[config.mk]
export PLATFORM = sky130hd
export DESIGN_NAME = obclamp_servo
export DESIGN_NICKNAME = d
export VERILOG_FILES = /design/src/rtl/obc_pkg.sv /design/src/rtl/obc_regs.sv /design/src/rtl/obc_win.sv /design/src/rtl/obc_upd.sv /design/src/rtl/obclamp_servo.sv
export SDC_FILE = /design/constraint.sdc
export NUM_CORES = 1
export LEC_CHECK = 0
export ABC_AREA = 0
export BUFFER_PORTS_ARGS = -buffer_cell sky130_fd_sc_hd__buf_2
export CORE_UTILIZATION = 40
export DETAILED_ROUTE_END_ITERATION = 8
export SYNTH_ARGS = -nofsm -noshare
export SYNTH_HDL_FRONTEND = slang
export SYNTH_SLANG_ARGS = --single-unit
[constraint.sdc]
create_clock -name clk -period 67.1 [get_ports clk]
set_clock_uncertainty 0.2 [all_clocks]
set_input_delay 3.355 -clock clk [delete_from_list [all_inputs] [get_ports clk]]
set_output_delay 3.355 -clock clk [all_outputs]
set_load 0.03 [all_outputs]
[src/rtl/obc_pkg.sv]
package obc_pkg;
  parameter int SMP_W  = 12;
  parameter int CORR_W = 8;
  parameter int CNT_W  = 10;
  parameter int SH_W   = 3;
  parameter int DIV_W  = 8;
  parameter int TGT_SH = 2;
  parameter logic [CORR_W-1:0] TGT_RST = 8'h40;

  localparam int ERR_W    = SMP_W + 2;
  localparam int SUM_W    = ERR_W + CNT_W;
  localparam int CNT_MAX  = (1 << CNT_W) - 1;
  localparam int CORR_MID = 1 << (CORR_W - 1);
  localparam int CORR_TOP = (1 << CORR_W) - 1;

  typedef logic signed [ERR_W-1:0] err_t;
  typedef logic signed [SUM_W-1:0] sum_t;

  // signed distance of one sample from the scaled target
  function automatic err_t pix_err(input logic [CORR_W-1:0] tgt,
                                   input logic [SMP_W-1:0] smp);
    err_t t, s;
    t = {{(ERR_W-CORR_W-TGT_SH){1'b0}}, tgt, {TGT_SH{1'b0}}};
    s = {{(ERR_W-SMP_W){1'b0}}, smp};
    return t - s;
  endfunction

  // mean error (truncated toward zero) scaled down by the shift
  function automatic sum_t avg_step(input sum_t sum,
                                    input logic [CNT_W-1:0] n,
                                    input logic [SH_W-1:0] sh);
    sum_t d, q;
    d = {{(SUM_W-CNT_W){1'b0}}, n};
    if (n == '0) return '0;
    q = sum / d;
    return q >>> sh;
  endfunction

  // correction plus step, clamped to the DAC code range
  function automatic logic [CORR_W-1:0] sat_add(input logic [CORR_W-1:0] c,
                                                input sum_t st);
    logic signed [SUM_W:0] t;
    t = $signed({{(SUM_W+1-CORR_W){1'b0}}, c}) + $signed({st[SUM_W-1], st});
    if (t < 0) return '0;
    if (t > CORR_TOP) return '1;
    return t[CORR_W-1:0];
  endfunction
endpackage

[src/rtl/obc_regs.sv]
module obc_regs
  import obc_pkg::*;
(
  input  logic              clk,
  input  logic              rst,
  input  logic              we,
  input  logic [1:0]        sel,
  input  logic [CORR_W-1:0] wdata,
  output logic [CORR_W-1:0] tgt,
  output logic              loop_off,
  output logic [SH_W-1:0]   sh,
  output logic [DIV_W-1:0]  div
);
  always_ff @(posedge clk) begin
    if (rst) begin
      tgt      <= TGT_RST;
      loop_off <= 1'b0;
      sh       <= '0;
      div      <= '0;
    end else if (we) begin
      case (sel)
        2'd0: tgt <= wdata;
        2'd1: begin
          loop_off <= wdata[3];
          sh       <= wdata[SH_W-1:0];
        end
        2'd2: div <= wdata[DIV_W-1:0];
        default: ;
      endcase
    end
  end
endmodule

[src/rtl/obc_win.sv]
module obc_win
  import obc_pkg::*;
(
  input  logic             clk,
  input  logic             rst,
  input  logic             window,
  input  logic             pix_en,
  input  err_t             err,
  output sum_t             sum,
  output logic [CNT_W-1:0] cnt,
  output logic             win_start,
  output logic             win_end
);
  logic win_d;
  sum_t err_x;

  assign win_start = window & ~win_d;
  assign win_end   = ~window & win_d;
  assign err_x     = {{(SUM_W-ERR_W){err[ERR_W-1]}}, err};

  always_ff @(posedge clk) begin
    if (rst) begin
      win_d <= 1'b0;
      sum   <= '0;
      cnt   <= '0;
    end else begin
      win_d <= window;
      if (win_start) begin
        sum <= pix_en ? err_x : '0;
        cnt <= pix_en ? CNT_W'(1) : '0;
      end else if (window && pix_en && cnt != CNT_W'(CNT_MAX)) begin
        sum <= sum + err_x;
        cnt <= cnt + CNT_W'(1);
      end
    end
  end
endmodule

[src/rtl/obc_upd.sv]
module obc_upd
  import obc_pkg::*;
(
  input  logic              clk,
  input  logic              rst,
  input  logic              win_end,
  input  logic              loop_off,
  input  logic [DIV_W-1:0]  div,
  input  logic [SH_W-1:0]   sh,
  input  sum_t              sum,
  input  logic [CNT_W-1:0]  cnt,
  output logic [CORR_W-1:0] corr_q,
  output sum_t              step,
  output logic              upd_fire
);
  logic [DIV_W-1:0] lcnt;
  logic             line_hit;
  logic             end_live;

  assign line_hit = lcnt >= div;
  assign end_live = win_end & ~loop_off;
  assign step     = avg_step(sum, cnt, sh);
  assign upd_fire = end_live & line_hit & (cnt != '0);

  always_ff @(posedge clk) begin
    if (rst) begin
      lcnt   <= '0;
      corr_q <= CORR_W'(CORR_MID);
    end else if (end_live) begin
      if (line_hit) begin
        lcnt <= '0;
        if (cnt != '0) corr_q <= sat_add(corr_q, step);
      end else begin
        lcnt <= lcnt + DIV_W'(1);
      end
    end
  end
endmodule

[src/rtl/obclamp_servo.sv]
module obclamp_servo
  import obc_pkg::*;
(
  input  logic              clk,
  input  logic              rst,
  input  logic [SMP_W-1:0]  sample_i,
  input  logic              pix_en_i,
  input  logic              window_i,
  input  logic              cfg_we_i,
  input  logic [1:0]        cfg_sel_i,
  input  logic [CORR_W-1:0] cfg_wdata_i,
  output logic [CORR_W-1:0] corr_o
);
  logic [CORR_W-1:0] tgt;
  logic              loop_off;
  logic [SH_W-1:0]   sh;
  logic [DIV_W-1:0]  div;
  err_t              err;
  sum_t              sum;
  logic [CNT_W-1:0]  cnt;
  logic              win_start;
  logic              win_end;
  logic [CORR_W-1:0] corr_q;
  sum_t              step;
  logic              upd_fire;

  obc_regs u_regs (
    .clk(clk), .rst(rst), .we(cfg_we_i), .sel(cfg_sel_i), .wdata(cfg_wdata_i),
    .tgt(tgt), .loop_off(loop_off), .sh(sh), .div(div)
  );

  assign err = pix_err(tgt, sample_i);

  obc_win u_win (
    .clk(clk), .rst(rst), .window(window_i), .pix_en(pix_en_i), .err(err),
    .sum(sum), .cnt(cnt), .win_start(win_start), .win_end(win_end)
  );

  obc_upd u_upd (
    .clk(clk), .rst(rst), .win_end(win_end), .loop_off(loop_off), .div(div),
    .sh(sh), .sum(sum), .cnt(cnt), .corr_q(corr_q), .step(step),
    .upd_fire(upd_fire)
  );

  assign corr_o = loop_off ? tgt : corr_q;
endmodule

# --- After elaboration in Yosys (flattened, before gate mapping) ---
# Index checks and enable logic that the tools add are counted.
classes:
  addsub: 5
  n_reduce_logical: 10
  div_mod_pow: 1
  n_lt_le_gt_ge: 3
  mux: 26
  n_bitwise: 6
  n_eq_ne: 3
  n_shift: 1
op_table:
  columns: ["op", "count"]
  rows:
  - ["$mux 24", 5]
  - ["$mux 8", 6]
  - ["$add 9x24->25", 1]
  - ["$gt 25x9->1 const B", 1]
  - ["$lt 25x1->1 const B", 1]
  - ["$add 24x13->24", 1]
  - ["$div 24x11->24", 1]
  - ["$sshr 24x3->24", 1]
  - ["$mux 10", 2]
  - ["$mux 1", 13]
  - ["$sub 10x12->13", 1]
  - ["$add 10x1->10 const B", 1]
  - ["$logic_not 10->1", 1]
  - ["$ne 10x10->1 const B", 1]
  - ["$reduce_bool 10->1", 1]
  - ["$add 8x1->8 const B", 1]
  - ["$ge 8x8->1", 1]
  - ["$reduce_and 2->1", 3]
  - ["$and 1x1->1", 3]
  - ["$not 1->1", 3]
  - ["$reduce_and 3->1", 1]
  - ["$eq 2x1->1 const B", 1]
  - ["$eq 2x2->1 const B", 1]
  - ["$logic_and 1x1->1", 2]
  - ["other kinds (2)", 2]
totals:
  out_inout_bits: 8
  in_bits: 27
  ff_bits: 71

# --- Depth between registers and ports, before layout ---
# Gate-level depths: netlist of the first run.
depth:
  depth_word: 17
  depth_mapped: 350

# --- Cells and area by module ---
# A second synthesis of the first run with hierarchy kept.
unflattened:
  cells_unflattened: 2902
  hier_area_um2: 20522.2
modules_own_cells:
  columns: ["mod", "cells_each", "area_each_um2", "seq_area_each_um2", "n_inst"]
  rows:
  - ["obc_upd", 2401, 16430.8, 320.3, 1]
  - ["obc_win", 339, 2635.0, 700.7, 1]
  - ["obc_regs", 79, 842.1, 400.4, 1]
  - ["obclamp_servo", 83, 614.3, 0.0, 1]

# --- Least setup slack after synthesis of the first run ---
# Ideal clock, no wire load.
synth_timing:
  kind: "reg2reg"
  from: "register u_win.sum[16]"
  to: "register u_upd.corr_q[1]"
  synth_period_minus_slack_ns: 63.492
  setup_ns: 0.114
  setup_slack_ns: 3.608
  path_stages_with_launch: 337
  arrival_time_ns: 63.178
  cell_sequence: "dfxtp_1 -> or4_4 -> or4b_4 -> nor3_1 -> ha_1 -> o21ba_2 -> and4_1 -> nor4_4 -> o21bai_1 -> ha_1 -> o21a_1 -> nor2_1 -> o21ai_0 -> a21oi_1 -> a21oi_1 -> ha_1 -> a21oi_1 -> nand2_1 -> [... 301 more ...] -> a21o_1 -> fa_1 -> inv_1 -> a21oi_1 -> o21ai_0 -> a21oi_1 -> o21bai_1 -> a21o_1 -> a21oi_1 -> or2_2 -> a21o_1 -> nand4b_1 -> or3_1 -> a211oi_1 -> a32oi_1 -> or3_1 -> buf_2 -> a21bo_1"
synth_via:
  elab_chain_len: 13
  elab_cells_between_ends: 20
  classes_between: "1 x add/sub; 1 x div; 2 x order compare; 1 x shift; 15 x mux"
synth_lines:
  columns: ["item", "line", "source"]
  rows:
  - ["start, declared", "obc_win.sv:9", "output sum_t sum,"]
  - ["start signal, assigned", "obc_win.sv:29", "sum <= pix_en ? err_x : '0;"]
  - ["start signal, assigned", "obc_win.sv:32", "sum <= sum + err_x;"]
  - ["$div 24x11->24 *", "obc_pkg.sv:35", "q = sum / d;"]
  - ["$sshr 24x3->24 *", "obc_pkg.sv:36", "return q >>> sh;"]
  - ["$mux 24 *", "obc_pkg.sv:35", null]
  - ["$add 9x24->25 *", "obc_pkg.sv:43", "t = $signed({{(SUM_W+1-CORR_W){1'b0}}, c}) + $signed({st[SUM_W-1], st});"]
  - ["$gt 25x9->1", "obc_pkg.sv:45", "if (t > CORR_TOP) return '1;"]
  - ["$mux 1 (2 in a row)", "obc_pkg.sv:45", null]
  - ["$mux 1", "obc_upd.sv:32", "if (cnt != '0) corr_q <= sat_add(corr_q, step);"]
  - ["$mux 1", "obc_upd.sv:30", "if (line_hit) begin"]
  - ["$mux 1", "obc_upd.sv:29", "end else if (end_live) begin"]
  - ["$mux 1", "obc_upd.sv:26", "if (rst) begin"]
  - ["$mux 8", "obc_pkg.sv:46", "return t[CORR_W-1:0];"]
  - ["$mux 8 *", "obc_pkg.sv:45", null]
  - ["end signal, assigned", "obc_upd.sv:28", "corr_q <= CORR_W'(CORR_MID);"]
  - ["end signal, assigned", "obc_upd.sv:32", null]
  - ["end, declared", "obc_upd.sv:12", "output logic [CORR_W-1:0] corr_q,"]
# Mark *: on every way between the ends. The rest lies on a longest branch, timed or not. The select of a mux whose other input is x is not followed.
# A chain may end at the register's enable or synchronous reset.

# --- Worst setup path after layout of the first run ---
layout_timing:
  from: "register u_win.sum[16]"
  to: "register u_upd.corr_q[6]"
# The elaborated chain is that of the path after synthesis.

==> results of run 1 <==
-- stage by stage --
stage | utilization | TNS, ns | worst slack, ns
floorplan | - | 0 | 3.61
global placement | 0.424 | -10.54 | -1.36
detailed placement | 0.424 | -18.61 | -2.37
CTS | 0.432 | 0 | 0.0530
global route | 0.448 | -2.60 | -0.342
finish | 0.448 | 0 | 4.03
-- state kept, by name, summed over array words and instances, names as in the netlist --
register,flops
u_win.win_d,1
u_regs.loop_off,1
u_regs.tgt,8
u_regs.div,8
u_win.sum,24
u_upd.lcnt,8
u_upd.corr_q,8
u_win.cnt,10
u_regs.sh,3
-- cell type report --
type,count,area [µm²],share of cell area
clock buffer,10,239,0.0109
inverter,106,402,0.0183
clock inverter,5,81.3,0.00370
multi-input combinational,2512,18100,0.822
sequential,71,1420,0.0648
tap,664,831,0.0378
timing repair buffer,135,928,0.0422
-- worst min-delay path by stage --
stage | start | endpoint | slack (ns) | cells past startpoint
global route | u_regs.div[7] | u_regs.div[7] | 0.33 | 2
finish | u_regs.div[1] | u_regs.div[1] | 0.30 | 2
global placement | u_regs.sh[1] | u_regs.sh[1] | 0.28 | 2
detailed placement | u_regs.div[5] | u_regs.div[5] | 0.29 | 2
CTS | u_regs.div[5] | u_regs.div[5] | 0.31 | 2
floorplan | u_upd.corr_q[2] | u_upd.corr_q[2] | 0.25 | 2
-- layout by cell type (no fill, tap or decap), drive strengths merged, types with 12 or more instances in the layout --
cell / netlist / final
o21a: 105 / 105
nor2: 314 / 314
o22ai: 13 / 13
o211ai: 34 / 34
inv: 105 / 105
a21oi: 218 / 218
o31ai: 67 / 67
o21ai: 154 / 154
nand3: 62 / 62
or2: 27 / 27
a31oi: 28 / 28
mux2: 49 / 49
o2111ai: 13 / 13
dfxtp: 71 / 71
or3: 36 / 36
a21o: 60 / 60
xor2: 53 / 53
nand4: 36 / 38
nand2b: 39 / 39
a22oi: 12 / 12
mux2i: 53 / 53
o21bai: 31 / 31
and3: 19 / 19
nor4: 21 / 21
and2: 28 / 28
a211oi: 42 / 42
nor3: 154 / 154
nand2: 241 / 241
xnor2: 129 / 129
nor2b: 26 / 26
buf: 40 / 135
ha: 249 / 249
-- critical path: cells and delay by family (launching register included) --
family	cells	cell delay, ns
compound gates	175	33.08
simple gates	86	16.84
fa+ha+maj	26	7.96
buf+inv	16	2.21
mux	7	1.93
flops	1	0.37
xor+xnor	1	0.21
-- cell families after synthesis --
kind of cell               share of synthesized area
and+or+nand+nor                                0.269
AOI/OAI and AO/OA                              0.316
adders and majority gates                      0.158
buffers and inverters                         0.0428
xor gates and xnor gates                      0.0817
muxes                                         0.0602
DFF                                           0.0714
-- cell usage after synthesis (11+ instances only) --
library cell,instances,area [µm²]
a211oi_1,35,263
a21o_1,60,450
a21oi_1,208,1040
a22oi_1,12,90.1
a31oi_1,27,169
and2_1,27,169
and3_1,17,106
buf_1,11,41.3
buf_2,24,120
clkbuf_1,64,240
dfxtp_1,71,1420
ha_1,249,3120
inv_1,102,383
mux2_2,46,518
mux2i_1,49,490
nand2_1,239,897
nand2b_1,39,244
nand3_1,60,300
nand4_1,34,213
nor2_1,312,1170
nor2b_1,26,163
nor3_1,149,746
nor4_1,12,75.1
o2111ai_1,13,114
o211ai_1,31,233
o21a_1,104,781
o21ai_0,123,616
o21ai_1,25,125
o21bai_1,30,225
o22ai_1,12,75.1
o31ai_1,64,480
or2_2,23,144
or3_1,35,219
xnor2_1,127,1110
xor2_1,52,455
-- per-layer routing --
metal	global-route usage	vias to the layer above
met3	0.0167	76
li1	-	10600
met5	0	-
met1	0.333	10100
met2	0.415	589
met4	0.0564	0
-- repair_timing --
action / CTS / global route
gates cloned: 0 / 3
gates resized for setup: 20 / 77
pin swaps: 1 / 25
buffers inserted: 5 / 56
setup endpoints to repair: 8 / 8
==> metrics.txt, run 1 <==
RR Endpoint u_upd.corr_q[6]; initial core utilization 0.406; die area 0.0507 mm²; Die X 225 µm; First DRT Iteration DRCs 1586; placed instance area 0.0208 mm²; # diodes 0; Core Region 0.0491 mm²; fin area 0.0220 mm²; # setup viols final 0; Via Count 21300; Reg-to-Reg Start u_win.sum[16]; required time of the critical path 67.14 ns; maxcap violations 0; PortBufs 34; HPWL Detailed 49600 µm; CTS tree built; mean post-synth cell area 7.14 µm²; ys flop type dfxtp_1; Area growth syn-to-layout 10.4%; largest net degree at the start of global routing 58; Std-Cell Rows 81; crit path to u_upd.corr_q[6]; period utilization 0.940; outcome completed; Slew Limit Headroom 0.279; Overall Global Routing Usage 0.244; CP arrival 63.11 ns; Mapped Area 0.0199 mm²; Final #Nets 3113; M1 WL 30100 µm; GP Congestion 0.878; Critical Path Start u_win.sum[16]; via density per instance 6.08; Worst R2R Setup Slack 4.03 ns; DRT Wirelength 63800 µm; Mapped Cells 2790; DRC 0; Seq/Total Area, Yosys 0.0714; Final Max Tran Viols 0; count of boundary I/O pins 35; Post-synth EDFFs 0; antenna violations before repair 1; critical path class register to register; root buffer cell clkbuf_16; fmax 0.0159 GHz; yosys warns 0; Hold Violations, Final 0; register bit total from synthesis 71; vias in the first global route 20000; CP Max Fanout 18; Hold Crit Class register to register; CTS Buf Count 9; clk sinks 71; Clock Latency Late Sink 0.34 ns; asr flop ratio synth 0; Die H 225 µm; worst-margin pin slew 1.08 ns; first-pass iteration count of the detailed router 6; Final ANT Viol Nets 0; top routing layer used met4; Layout Cells excl Fill 3503; H-tree depth 3; hold_buf cts 0; final global-route overflow total 0; CP endpoint kind register; crit path time final 63.07 ns; CP max stage delay 0.59 ns; crit path launch type register; Worst-path clk slew 0.06 ns; placed cells 3424; fill count 5016; drt wl/cell 18.2 µm; most numerous cell on the critical path o21a_1; Worst Reg2Reg Path Length in Cells 311; first-pass GRT wire length 102000 µm; synth unique cells 129; final hold slack 0.304 ns; metal3 WL 3150 µm; Bufs on Longest Clock Path 2; Crit-path slowest cell or4_4; Syn Nets 3068; layout cells sized above 1 0.141; metal2 WL 29500 µm
Power of run 1 is left out: the tool's default activity adds up to more than one toggle a clock period on the data nets, which glitch-free logic cannot reach.
==> run 2, diff against run 1 <==
Settings changed: PLACE_DENSITY from default to 0.54.
==> run 2 against run 1 <==
Non-clock buffer count grew 6. Final cell count grew 0.20%. Die area is the same. Design area grew 1.0%. Register-to-register slack gained 0.39 ns. Setup slack gained 0.39 ns. Global-route usage grew 0.79 points. Maximum frequency grew 0.63%. Core utilization grew 0.47 points.
==> metrics.txt, run 2 (synthesized netlist as in run 1, its figures left out) <==
largest registers u_win.sum (24), u_win.cnt (10) (unchanged); first-pass GRT wire length 105000 µm (was 102000 µm); required time of the critical path 67.14 ns (about the same); H-tree depth 3 (unchanged); Area growth syn-to-layout 11.5% (was 10.4%); CP endpoint kind register (unchanged); register area 0.00142 mm² (unchanged); drt wl/cell 18.7 µm (was 18.2 µm); antenna violations before repair 0 (was 1); Clock Latency Late Sink 0.34 ns (about the same); DRT Wirelength 65700 µm (was 63800 µm); final global-route overflow total 0 (unchanged); critical path class register to register (unchanged); Overall Global Routing Usage 0.252 (was 0.244); CP Max Fanout 18 (unchanged); CTS tree built (unchanged); CTS Buf Count 9 (unchanged); area of the multi-input gates 0.0182 mm² (was 0.0181 mm²); Slew Limit Headroom 0.348 (was 0.279); Crit-path slowest cell or4_4 (unchanged); max reg flops 24 (unchanged); fill count 5080 (was 5016); Final #Nets 3119 (was 3113); via density per instance 6.05 (was 6.08); period utilization 0.934 (was 0.940); pre-CTS setup slack -2.75 ns (was -2.37 ns); most frequent cells in the layout nor2_1 (307), ha_1 (249), nand2_1 (231), a21oi_1 (183), nor3_1 (147) (was nor2_1 (306), ha_1 (249), nand2_1 (231), a21oi_1 (190), nor3_1 (147)); Hold Crit Class register to register (unchanged); most common cell after layout, fill and taps aside nor2_1 (unchanged); Worst R2R Setup Slack 4.42 ns (was 4.03 ns); GP Congestion 0.906 (was 0.878); CP arrival 62.72 ns (was 63.11 ns); Core Region 0.0491 mm² (unchanged); root buffer cell clkbuf_16 (unchanged); clk sinks 71 (unchanged); hold_buf cts 0 (unchanged); count of boundary I/O pins 35 (unchanged); final hold slack 0.302 ns (was 0.304 ns); PortBufs 34 (unchanged); Die X 225 µm (unchanged); fmax 0.0160 GHz (was 0.0159 GHz); largest net degree at the start of global routing 58 (unchanged); layout cells sized above 1 0.148 (was 0.141); Hold Violations, Final 0 (unchanged); most numerous cell on the critical path o21a_1 (unchanged); final worst slack 4.42 ns (was 4.03 ns); Die H 225 µm (unchanged); crit path time final 62.68 ns (was 63.07 ns); HPWL Detailed 50900 µm (was 49600 µm); vias in the first global route 20000 (about the same); die area 0.0507 mm² (unchanged); crit path launch type register (unchanged); # setup viols final 0 (unchanged); first-pass iteration count of the detailed router 5 (was 6); CP max stage delay 0.59 ns (about the same); Bufs on Longest Clock Path 2 (unchanged); worst-margin pin slew 0.963 ns (was 1.08 ns); maxcap violations 0 (unchanged); outcome completed (unchanged); Std-Cell Rows 81 (unchanged); Final Max Tran Viols 0 (unchanged); First DRT Iteration DRCs 1460 (was 1586); # diodes 0 (unchanged); Via Count 21200 (was 21300); initial core utilization 0.406 (unchanged); register name with the most flops u_win.sum (unchanged); Final ANT Viol Nets 0 (unchanged); DRC 0 (unchanged); Worst-path clk slew 0.07 ns (was 0.06 ns)
## run 2: cell types whose count changed in the layout (fill, tap and decap cells not counted), moves of 3 or more
| cell | previous run | this run |
|---|---|---|
| a31oi_1 | 26 | 23 |
| a21oi_2 | 22 | 28 |
| clkinv_4 | 0 | 3 |
| a21oi_1 | 190 | 183 |
| buf_4 | 101 | 104 |
| a31oi_2 | 1 | 4 |
## run 2: per-layer routing
layer  vias up  wire (µm)  GRT usage
met5         -          0          0
met3        85       3040     0.0189
met2       524      30100      0.424
met4         0       1270     0.0584
met1     10000      31200      0.346
li1      10600          -          -
## run 2: through the flow
| step | std cells | utilization | area (µm²) | setup TNS, ns |
|---|---|---|---|---|
| finish | 3510 | 0.453 | 22200 | 0 |
| global route | 3510 | 0.453 | 22200 | -1.93 |
| CTS | 3446 | 0.434 | 21300 | 0 |
| detailed placement | 3424 | 0.424 | 20800 | -21.63 |
| global placement | 3424 | 0.424 | 20800 | -11.58 |
| floorplan | 2790 | - | 19900 | 0 |
## run 2: critical path, delay by kind of cell (launching register included)
family | cells | cell delay [ns]
AOI/OAI and AO/OA | 168 | 31.87
and+or+nand+nor | 93 | 18.12
adders and majority gates | 26 | 7.91
buffers and inverters | 18 | 2.46
muxes | 6 | 1.34
DFF | 1 | 0.37
xor gates and xnor gates | 1 | 0.20
## run 2: path summary, 6_finish.rpt
check           startpoint              end  cells past startpoint
max          u_win.sum[16]  u_upd.corr_q[1]                    312
max reg2reg  u_win.sum[16]  u_upd.corr_q[1]                    312
min reg2reg  u_regs.div[6]    u_regs.div[6]                      2
min          u_regs.div[6]    u_regs.div[6]                      2
## run 2: cell type report
cell class | instances | share of cell area
clock buffers | 9 | 0.0101
clock inverters | 7 | 0.00546
inverters | 106 | 0.0181
multi-input cells | 2512 | 0.820
flip-flops and latches | 71 | 0.0641
well taps | 664 | 0.0374
repair buffers | 141 | 0.0444
## run 2: timing repair
item	CTS	global route
gates resized for setup	22	99
setup endpoints to repair	8	8
gates cloned	1	3
buffers inserted	5	61
pin swaps	4	29
Power of run 2 is left out for the same reason.
